$ cat src/rtl/mshr_pkg.sv
package mshr_pkg;

    // What happens to the offered miss in the current cycle
    typedef enum logic [1:0] {
        MR_IDLE  = 2'd0,
        MR_STALL = 2'd1,
        MR_MERGE = 2'd2,
        MR_ALLOC = 2'd3
    } miss_act_e;

endpackage

$ cat src/rtl/mshr_lookup.sv
module mshr_lookup #(
    parameter int N_ENT  = 4,
    parameter int ADDR_W = 26,
    parameter int ID_W   = 2
) (
    input  logic                          clk,
    input  logic                          rst_n,
    input  logic [N_ENT-1:0]              busy,
    input  logic [N_ENT-1:0][ADDR_W-1:0]  tags,
    input  logic [ADDR_W-1:0]             probe,
    output logic                          hit,
    output logic [ID_W-1:0]               hit_id,
    output logic                          free_any,
    output logic [ID_W-1:0]               free_id
);

    logic [N_ENT-1:0] hit_vec;

    // one comparator per entry
    for (genvar e = 0; e < N_ENT; e++) begin : g_cmp
        assign hit_vec[e] = busy[e] && (tags[e] == probe);
    end

    always_comb begin
        hit      = |hit_vec;
        free_any = ~&busy;
        hit_id   = '0;
        free_id  = '0;
        for (int e = N_ENT - 1; e >= 0; e--) begin
            if (hit_vec[e]) hit_id  = ID_W'(e);
            if (!busy[e])   free_id = ID_W'(e);
        end
    end


    single_match_chk: assert property (@(posedge clk) disable iff (!rst_n)
        $onehot0(hit_vec));

endmodule

$ cat src/rtl/mshr_fill_merge.sv
module mshr_fill_merge #(
    parameter int WORDS  = 4,
    parameter int DATA_W = 32,
    parameter int REG_W  = 5
) (
    input  logic                           take,
    input  logic [WORDS-1:0][DATA_W-1:0]   mem_data,
    input  logic [WORDS-1:0]               st_vld,
    input  logic [WORDS-1:0][DATA_W-1:0]   st_data,
    input  logic [WORDS-1:0]               ld_vld,
    input  logic [WORDS-1:0][REG_W-1:0]    ld_reg,
    output logic [WORDS-1:0][DATA_W-1:0]   line_data,
    output logic [WORDS-1:0]               fwd_vld,
    output logic [WORDS-1:0][REG_W-1:0]    fwd_reg,
    output logic [WORDS-1:0][DATA_W-1:0]   fwd_data
);

    for (genvar w = 0; w < WORDS; w++) begin : g_word
        assign line_data[w] = st_vld[w] ? st_data[w] : mem_data[w];
        assign fwd_vld[w]   = take && ld_vld[w];
        assign fwd_reg[w]   = ld_reg[w];
        assign fwd_data[w]  = mem_data[w];
    end

endmodule

$ cat src/rtl/mshr_file.sv
module mshr_file
    import mshr_pkg::*;
#(
    parameter int N_ENT  = 4,
    parameter int WORDS  = 4,
    parameter int ADDR_W = 26,
    parameter int IDX_W  = 6,
    parameter int REG_W  = 5,
    parameter int DATA_W = 32,
    localparam int ID_W  = (N_ENT > 1) ? $clog2(N_ENT) : 1,
    localparam int OFF_W = (WORDS > 1) ? $clog2(WORDS) : 1
) (
    input  logic                     clk,
    input  logic                     rst_n,
    input  logic                     miss_valid,
    input  logic                     miss_is_store,
    input  logic [ADDR_W-1:0]        miss_blk_addr,
    input  logic [IDX_W-1:0]         miss_index,
    input  logic [OFF_W-1:0]         miss_word,
    input  logic [REG_W-1:0]         miss_reg,
    input  logic [DATA_W-1:0]        miss_wdata,
    output logic                     miss_stall,
    output logic                     mem_req_valid,
    output logic [ADDR_W-1:0]        mem_req_addr,
    output logic [ID_W-1:0]          mem_req_id,
    input  logic                     fill_valid,
    input  logic [ID_W-1:0]          fill_id,
    input  logic [WORDS*DATA_W-1:0]  fill_data,
    output logic                     cache_wr_valid,
    output logic [IDX_W-1:0]         cache_wr_index,
    output logic [ADDR_W-1:0]        cache_wr_blk,
    output logic [WORDS*DATA_W-1:0]  cache_wr_data,
    output logic [WORDS-1:0]         fwd_valid,
    output logic [WORDS*REG_W-1:0]   fwd_reg,
    output logic [WORDS*DATA_W-1:0]  fwd_data
);

    typedef struct packed {
        logic [N_ENT-1:0]                          busy;
        logic [N_ENT-1:0][ADDR_W-1:0]              blk;
        logic [N_ENT-1:0][IDX_W-1:0]               idx;
        logic [N_ENT-1:0][WORDS-1:0]               ldv;
        logic [N_ENT-1:0][WORDS-1:0][REG_W-1:0]    ldreg;
        logic [N_ENT-1:0][WORDS-1:0]               stv;
        logic [N_ENT-1:0][WORDS-1:0][DATA_W-1:0]   stdat;
    } tbl_t;

    tbl_t        tbl_d, tbl_q;
    miss_act_e   act;
    logic        hit, free_any, fill_take, word_clash;
    logic [ID_W-1:0] hit_id, free_id, tgt;

    logic [WORDS-1:0][DATA_W-1:0] mem_words, line_words, fwd_words;
    logic [WORDS-1:0][REG_W-1:0]  fwd_regs;

    assign mem_words = fill_data;

    mshr_lookup #(
        .N_ENT (N_ENT),
        .ADDR_W(ADDR_W),
        .ID_W  (ID_W)
    ) u_lookup (
        .clk     (clk),
        .rst_n   (rst_n),
        .busy    (tbl_q.busy),
        .tags    (tbl_q.blk),
        .probe   (miss_blk_addr),
        .hit     (hit),
        .hit_id  (hit_id),
        .free_any(free_any),
        .free_id (free_id)
    );

    mshr_fill_merge #(
        .WORDS (WORDS),
        .DATA_W(DATA_W),
        .REG_W (REG_W)
    ) u_merge (
        .take     (fill_take),
        .mem_data (mem_words),
        .st_vld   (tbl_q.stv[fill_id]),
        .st_data  (tbl_q.stdat[fill_id]),
        .ld_vld   (tbl_q.ldv[fill_id]),
        .ld_reg   (tbl_q.ldreg[fill_id]),
        .line_data(line_words),
        .fwd_vld  (fwd_valid),
        .fwd_reg  (fwd_regs),
        .fwd_data (fwd_words)
    );

    always_comb begin
        tbl_d     = tbl_q;
        fill_take = fill_valid && tbl_q.busy[fill_id];
        word_clash = miss_is_store ? tbl_q.stv[hit_id][miss_word]
                                   : (tbl_q.stv[hit_id][miss_word] ||
                                      tbl_q.ldv[hit_id][miss_word]);
        act = MR_IDLE;
        if (miss_valid) begin
            if (hit) begin
                if ((fill_take && (fill_id == hit_id)) || word_clash)
                    act = MR_STALL;
                else
                    act = MR_MERGE;
            end else if (free_any) begin
                act = MR_ALLOC;
            end else begin
                act = MR_STALL;
            end
        end
        tgt = (act == MR_ALLOC) ? free_id : hit_id;

        // response retires its entry
        if (fill_take) begin
            tbl_d.busy[fill_id] = 1'b0;
            tbl_d.ldv[fill_id]  = '0;
            tbl_d.stv[fill_id]  = '0;
        end

        if (act == MR_ALLOC) begin
            tbl_d.busy[tgt] = 1'b1;
            tbl_d.blk[tgt]  = miss_blk_addr;
            tbl_d.idx[tgt]  = miss_index;
            tbl_d.ldv[tgt]  = '0;
            tbl_d.stv[tgt]  = '0;
        end

        if ((act == MR_ALLOC) || (act == MR_MERGE)) begin
            if (miss_is_store) begin
                tbl_d.stv[tgt][miss_word]   = 1'b1;
                tbl_d.stdat[tgt][miss_word] = miss_wdata;
            end else begin
                tbl_d.ldv[tgt][miss_word]   = 1'b1;
                tbl_d.ldreg[tgt][miss_word] = miss_reg;
            end
        end
    end

    always_ff @(posedge clk) begin
        if (!rst_n) tbl_q <= '0;
        else        tbl_q <= tbl_d;
    end

    assign miss_stall     = (act == MR_STALL);
    assign mem_req_valid  = (act == MR_ALLOC);
    assign mem_req_addr   = miss_blk_addr;
    assign mem_req_id     = free_id;
    assign cache_wr_valid = fill_take;
    assign cache_wr_index = tbl_q.idx[fill_id];
    assign cache_wr_blk   = tbl_q.blk[fill_id];
    assign cache_wr_data  = line_words;
    assign fwd_reg        = fwd_regs;
    assign fwd_data       = fwd_words;


    alloc_marks_busy_chk: assert property (@(posedge clk) disable iff (!rst_n)
        mem_req_valid |=> tbl_q.busy[$past(mem_req_id)]);


    full_no_req_chk: assert property (@(posedge clk) disable iff (!rst_n)
        (&tbl_q.busy) |-> !mem_req_valid);


    fwd_with_write_chk: assert property (@(posedge clk) disable iff (!rst_n)
        (fwd_valid != '0) |-> cache_wr_valid);


    fill_frees_chk: assert property (@(posedge clk) disable iff (!rst_n)
        cache_wr_valid |=> !tbl_q.busy[$past(fill_id)]);


    stray_fill_quiet_chk: assert property (@(posedge clk) disable iff (!rst_n)
        (fill_valid && !tbl_q.busy[fill_id]) |-> (!cache_wr_valid && fwd_valid == '0));


    stall_holds_chk: assert property (@(posedge clk) disable iff (!rst_n)
        (miss_stall && !fill_valid) |=> (tbl_q == $past(tbl_q)));

endmodule

$ cat config.mk
export PLATFORM = sky130hd
export DESIGN_NAME = mshr_file
export DESIGN_NICKNAME = d
export VERILOG_FILES = /design/src/rtl/mshr_pkg.sv /design/src/rtl/mshr_lookup.sv /design/src/rtl/mshr_fill_merge.sv /design/src/rtl/mshr_file.sv
export SDC_FILE = /design/constraint.sdc
export NUM_CORES = 2
export LEC_CHECK = 0
export BUFFER_PORTS_ARGS = -buffer_cell sky130_fd_sc_hd__buf_2
export CORE_ASPECT_RATIO = 2
export CORE_MARGIN = 2
export CORE_UTILIZATION = 35
export DETAILED_ROUTE_END_ITERATION = 8
export PLACE_DENSITY = 0.5
export SYNTH_ARGS = -nofsm -noshare
export SYNTH_HDL_FRONTEND = slang
export SYNTH_SLANG_ARGS = --single-unit
$ cat constraint.sdc
create_clock -name clk -period 4.1 [get_ports clk]
set_clock_uncertainty 0.15 [all_clocks]
set_input_delay 0.41 -clock clk [delete_from_list [all_inputs] [get_ports clk]]
set_output_delay 0.41 -clock clk [all_outputs]
set_load 0.02 [all_outputs]
After elaboration in Yosys (flattened, before gate mapping)
Cells that the tools add are included.
W data, S select, Z words.
{"block": "totals", "regBits": 756}
{"block": "op_classes", "order_cmp": 7, "eq_ne": 8, "n_mux": 76, "n_bitwise": 12, "reduce_logical": 20}
{"op": "$mux W624", "n": 1}
{"op": "$mux W528", "n": 1}
{"op": "$bwmux W512", "n": 1}
{"op": "$bmux W128 S2", "n": 1}
{"op": "$demux W128 S2", "n": 1}
{"op": "$mux W128", "n": 2}
{"op": "$mux W32", "n": 5}
{"op": "$mux W148", "n": 1}
{"op": "$bwmux W104", "n": 1}
{"op": "$eq A26 B26 Y1", "n": 4}
{"op": "$mux W96", "n": 1}
{"op": "$bwmux W80", "n": 1}
{"op": "$and A16 B16 Y16", "n": 4}
{"op": "$demux W32 S2", "n": 1}
{"op": "$bmux W26 S2", "n": 1}
{"op": "$demux W26 S2", "n": 1}
{"op": "$mux W26", "n": 2}
{"op": "$mux W16", "n": 3}
{"op": "$bmux W20 S2", "n": 1}
{"op": "$demux W20 S2", "n": 1}
{"op": "$mux W20", "n": 2}
{"op": "$bmux W4 S2", "n": 4}
{"op": "$mux W4", "n": 8}
{"op": "$not A16 Y16", "n": 2}
{"op": "other kinds (26)", "n": 73}

Longest topological paths before layout
{"block": "depth", "depth_word": 28, "depth_mapped": 16}

Hierarchy
A second synthesis with hierarchy kept.
{"block": "unflattened", "hier_cells": 3500, "area_unflattened_um2": 37259.5}
{"module": "mshr_file", "instances": 1, "cells_per_inst": 3042, "area_per_inst_um2": 32636.3, "seq_area_each_um2": 15134.5}
{"module": "mshr_fill_merge", "instances": 1, "cells_per_inst": 296, "area_per_inst_um2": 3313.2, "seq_area_each_um2": 0.0}
{"module": "mshr_lookup", "instances": 1, "cells_per_inst": 162, "area_per_inst_um2": 1310.0, "seq_area_each_um2": 0.0}

Worst setup path after synthesis
Ideal clock, no wire load.
{"block": "synth_path", "path_kind": "input-to-reg", "from": "in miss_blk_addr[17]", "to": "reg tbl_q[520] (netlist bit)", "setup_ns": 0.115, "arrival_ns": 3.338, "required_ns": 3.835, "setup_slack_ns": 0.498, "path_stages": 16, "n_path_buf": 5, "cell_sequence": "buf_2 > xor2_1 > nand4bb_1 > or4_1 > buf_2 > or2_4 > and4b_4 > nand2_4 > inv_4 > a22o_4 > and2_4 > buf_6 > and3_4 > buf_6 > buf_6 > o21a_1"}
{"block": "synth_between", "elab_chain_len": 28}
{"element": "start, declared", "line": "mshr_file.sv:17", "source": "input logic [ADDR_W-1:0] miss_blk_addr,"}
{"element": "$eq A26 B26 Y1", "line": "mshr_lookup.sv:21", "source": "assign hit_vec[e] = busy[e] && (tags[e] == probe);"}
{"element": "$logic_and A1 B1 Y1", "line": "mshr_lookup.sv:21"}
{"element": "$mux W2 (4 in a row)", "line": "mshr_lookup.sv:30", "source": "if (hit_vec[e]) hit_id = ID_W'(e);"}
{"element": "$bmux W4 S2, on equally long branches", "line": "mshr_file.sv:94, mshr_file.sv:95, mshr_file.sv:96"}
{"element": "$mux W4, on equally long branches", "line": "mshr_file.sv:94, mshr_file.sv:95, mshr_file.sv:96"}
{"element": "$bmux W1 S2, on equally long branches", "line": "mshr_file.sv:94, mshr_file.sv:95, mshr_file.sv:96"}
{"element": "$mux W1, on equally long branches", "line": "mshr_file.sv:94, mshr_file.sv:95, mshr_file.sv:96"}
{"element": "$logic_or A1 B1 Y1", "line": "mshr_file.sv:95", "source": ": (tbl_q.stv[hit_id][miss_word] ||"}
{"element": "[6 not listed]"}
{"element": "via mem_req_valid", "line": "mshr_file.sv:23", "source": "output logic mem_req_valid,"}
{"element": "[3 not listed]"}
{"element": "$mux W4 (implied by the code)", "line": "mshr_file.sv:124", "source": "tbl_d.stv[tgt] = '0;"}
{"element": "$demux W4 S2", "line": "mshr_file.sv:124"}
{"element": "$not A16 Y16 (no source line)"}
{"element": "$and A16 B16 Y16 (no source line)"}
{"element": "$mux W16", "line": "mshr_file.sv:119", "source": "if (act == MR_ALLOC) begin"}
{"element": "$or A16 B16 Y16 (no source line)"}
{"element": "$mux W528", "line": "mshr_file.sv:128", "source": "if (miss_is_store) begin"}
{"element": "$mux W624 *", "line": "mshr_file.sv:127", "source": "if ((act == MR_ALLOC) || (act == MR_MERGE)) begin"}
{"element": "end signal, assigned", "line": "mshr_file.sv:140", "source": "else tbl_q <= tbl_d;"}
{"element": "end, declared", "line": "mshr_file.sv:48", "source": "tbl_t tbl_d, tbl_q;"}
The timed path passes the listed nets; every way through them passes the cells marked *. The select of a mux whose other input is x is not followed.
A chain may end at the register's enable or synchronous reset.

==> results.py <==
metrics = {
    "setup_path": {
        "critPathMaxFanout": 5,
        "arrival_ns": 3.62,
        "required_ns": 3.54,
        "critical-path-max-stage-delay_ns": 0.61,
        "r2r_setup_slack_ns": 0.20,
        "crit_family": "simple AND/OR/NAND/NOR gates",
        "critPathKind": "flop to output pin",
        "end_kind": "output pin",
        "path_buf_inv": 4,
        "reg2reg_depth": 13,
        "path_cells": "xnor2_2 -> buf_4 -> nand4_1 -> or4_4 -> or2_4 -> buf_6 -> a311oi_2 -> a211oi_1 -> nor4_1 -> buf_4 -> a21oi_4 -> nor2_2 -> buf_6",
        "start_kind": "flop",
        "slowest_stage": "or4_4",
    },
    "worst_hold_path": {
        "hold_path.class": "input pin to flop",
        "whs_path_depth": 4,
        "hold_start": "miss_blk_addr[4]",
    },
    "yosys": {
        "async_flop_share_pct": 0,
        "yosysUniqueCellTypes": 70,
        "synth_area_mm2": 0.0367,
        "synth-edff-count": 0,
        "ys_warn_count": 0,
        "synth_area_leader_cell": "dfxtp_1",
        "synth_area_per_cell_um2": 9.59,
        "synth-seq-cells": 756,
        "ys_top_cells_by_area": "dfxtp_1 41%, mux4_2 12%, nand2_1 9.4%",
        "synth_most_common_cell": "nand2_1",
        "synth_common_cells": "915 x nand2_1, 756 x dfxtp_1, 336 x mux2i_1",
        "synth_nets": 4037,
        "ys.flop_type": "dfxtp_1",
        "seq_area_frac_synth_pct": 41.2,
        "synth.top_cell.area_share_pct": 41.2,
        "synthCells": 3831,
    },
    "finish": {
        "fillers": 10100,
        "fin_cells": 5638,
        "areaGrowthSynthToFinish_pct": 20.7,
        "drive_gt1_share_pct": 30.2,
        "nets": 4423,
        "finalCoreUtilization_pct": 42.4,
    },
    "place": {
        "dp_cells": 5426,
        "port_buffers": 548,
        "gp_congestion": 0.860,
        "hpwl_mm": 83.5,
        "dp_slack_ns": -0.0632,
    },
    "timing": {
        "max_freq_ghz": 0.239,
        "finalHoldViolCount": 0,
        "slew_viol_final": 0,
        "rsz0062_at_grt": "true",
        "setup_violations": 1,
        "period_minus_slack_ns": 4.18,
        "period_share_pct": 102,
        "slew_headroom_pct": 27.6,
        "worst_slew_pin_slew_ns": 1.09,
        "timing.final.ws_setup_ns": -0.0837,
    },
    "clocking": {
        "htree_levels": 3,
        "cts_made_buffers": 75,
        "cts_buffer_depth": 3,
        "cts_tree": "built",
        "cts_sinks": 756,
        "path_clk_slew_ns": 0.07,
        "clk-insertion-delay-late_ns": 0.68,
        "root_buffer": "clkbuf_16",
    },
    "status": {
        "outcome": "finished with violations",
        "violations": "setup timing",
    },
    "power_and_ir_drop": {
        "sequentialPowerShare_pct": 45.1,
        "p_leak_nw": 17.4,
        "combPwrFrac_pct": 10.4,
        "p_switching_mw": 4.33,
        "clkPwrFrac_pct": 44.5,
        "peakVddDrop_mv": 0.319,
        "p_sw_share_pct": 26.1,
        "powerDensity_mw_per_mm2": 374,
        "internal_power_mw": 12.3,
    },
    "grt": {
        "grt_max_degree": 109,
        "grt_use_total_pct": 22.1,
        "antenna_found_initial": 10,
        "grt_pass1_vias": 28400,
        "grt_pass1_wl_mm": 180,
        "grt_overflow": 0,
    },
    "route": {
        "via_per_inst": 5.15,
        "drc_errors": 0,
        "dr_total_vias": 29000,
        "wl_per_cell_um": 21.5,
        "drt_first_iter_violations": 1815,
        "ant_nets": 0,
        "drt-pass1-iter-count": 8,
        "routed_wl_mm": 121,
    },
    "floorplan": {
        "initial_utilization_pct": 35.2,
        "die_w_um": 233,
        "dieArea_mm2": 0.108,
        "rows": 168,
        "num_io_pins": 549,
        "die-height_um": 462,
        "core_mm2": 0.104,
    },
    "flow_run": {
        "maxCapViolCount": 0,
    },
}
## power by group through the flow
stage | Combinational [mW] | Clock, mW | Sequential, mW
3_5_place_dp | 1.67 | 0 | 7.65
2_1_floorplan | 1.11 | 0 | 7.63
3_3_place_gp | 1.67 | 0 | 7.65
4_1_cts | 1.74 | 7.59 | 7.48
5_1_grt | 1.85 | 7.84 | 7.49
6_report | 1.73 | 7.38 | 7.49
## worst min-delay path: cells and delay by family
kind	cells	cell delay, ns
buffers and inverters	2	0.29
AND/OR/NAND/NOR	1	0.06
AO/OA/AOI/OAI	1	0.06
## final cells by class
cell class | count | area (um^2) | area share [%]
multi-input combinational | 2554 | 19100 | 43.1
clock inverter | 30 | 438 | 0.988
clock buffer | 106 | 2140 | 4.84
timing repair buffer | 821 | 5740 | 12.9
sequential | 756 | 15200 | 34.2
inverter | 9 | 36.3 | 0.0818
tap | 1360 | 1700 | 3.84
antenna | 2 | 5.00 | 0.0113
## layout by cell type, fill, tap and decap left out, types with 12 or more instances in the layout
master	n
xnor2_1	67
a21boi_0	142
o21ai_0	174
nand3_1	269
clkbuf_8	13
nand2_1	915
mux4_2	190
dlygate4sd3_1	60
mux2i_1	336
nand3_2	13
nor2_1	12
xor2_1	23
clkinv_2	12
buf_2	544
clkbuf_1	17
nor3_1	15
nand4_1	26
buf_12	60
buf_4	150
dfxtp_1	745
clkbuf_16	76
o21ai_1	86
mux2_2	128
## logic make-up after synthesis
logic type	share of synthesized area [%]
simple gates	15.6
flops	41.2
mux	24.7
buf+inv	7.80
compound gates	8.17
xor+xnor	2.53
## per-stage QoR
step	power [mW]	area, um^2	setup TNS, ns	hold WS, ns
2_1_floorplan	8.74	36700	0	0.275
3_3_place_gp	9.31	40700	-0.607	0.282
3_5_place_dp	9.32	40700	-5.71	0.286
4_1_cts	16.8	44200	-0.163	0.000418
5_1_grt	17.2	44300	-0.185	0.0448
6_report	16.6	44300	-0.0837	0.0547
## worst max-delay path by stage
stage                       from          to  slack, ns  cells past startpoint
2_1_floorplan  miss_blk_addr[17]  tbl_q[520]       0.50                     16
3_5_place_dp   miss_blk_addr[17]        flop      -0.06                     14
5_1_grt                     flop  miss_stall      -0.19                     13
6_report                    flop  miss_stall      -0.08                     13
3_3_place_gp   miss_blk_addr[21]        flop      -0.03                     15
4_1_cts                     flop  miss_stall      -0.16                     14
## routing by layer
layer  vias up  track usage [%]  share of wire [%]  wire length, um
met5         -                0              0.047               57
met2       873             41.2                 52            63400
met3       176             3.06                4.6             5550
li1      13900                -                  -                -
met4        10             7.92                3.1             3780
met1     14100             25.5                 40            48200
## what timing repair did
action,4_1_cts,5_1_grt
setup buffers,8,6
hold endpoints to repair,335,0
pin swaps,18,15
resized for setup,41,21
hold buffers,61,0
endpoints found under the setup margin,1,251
Note: power is estimated with default switching activity, not from simulation.
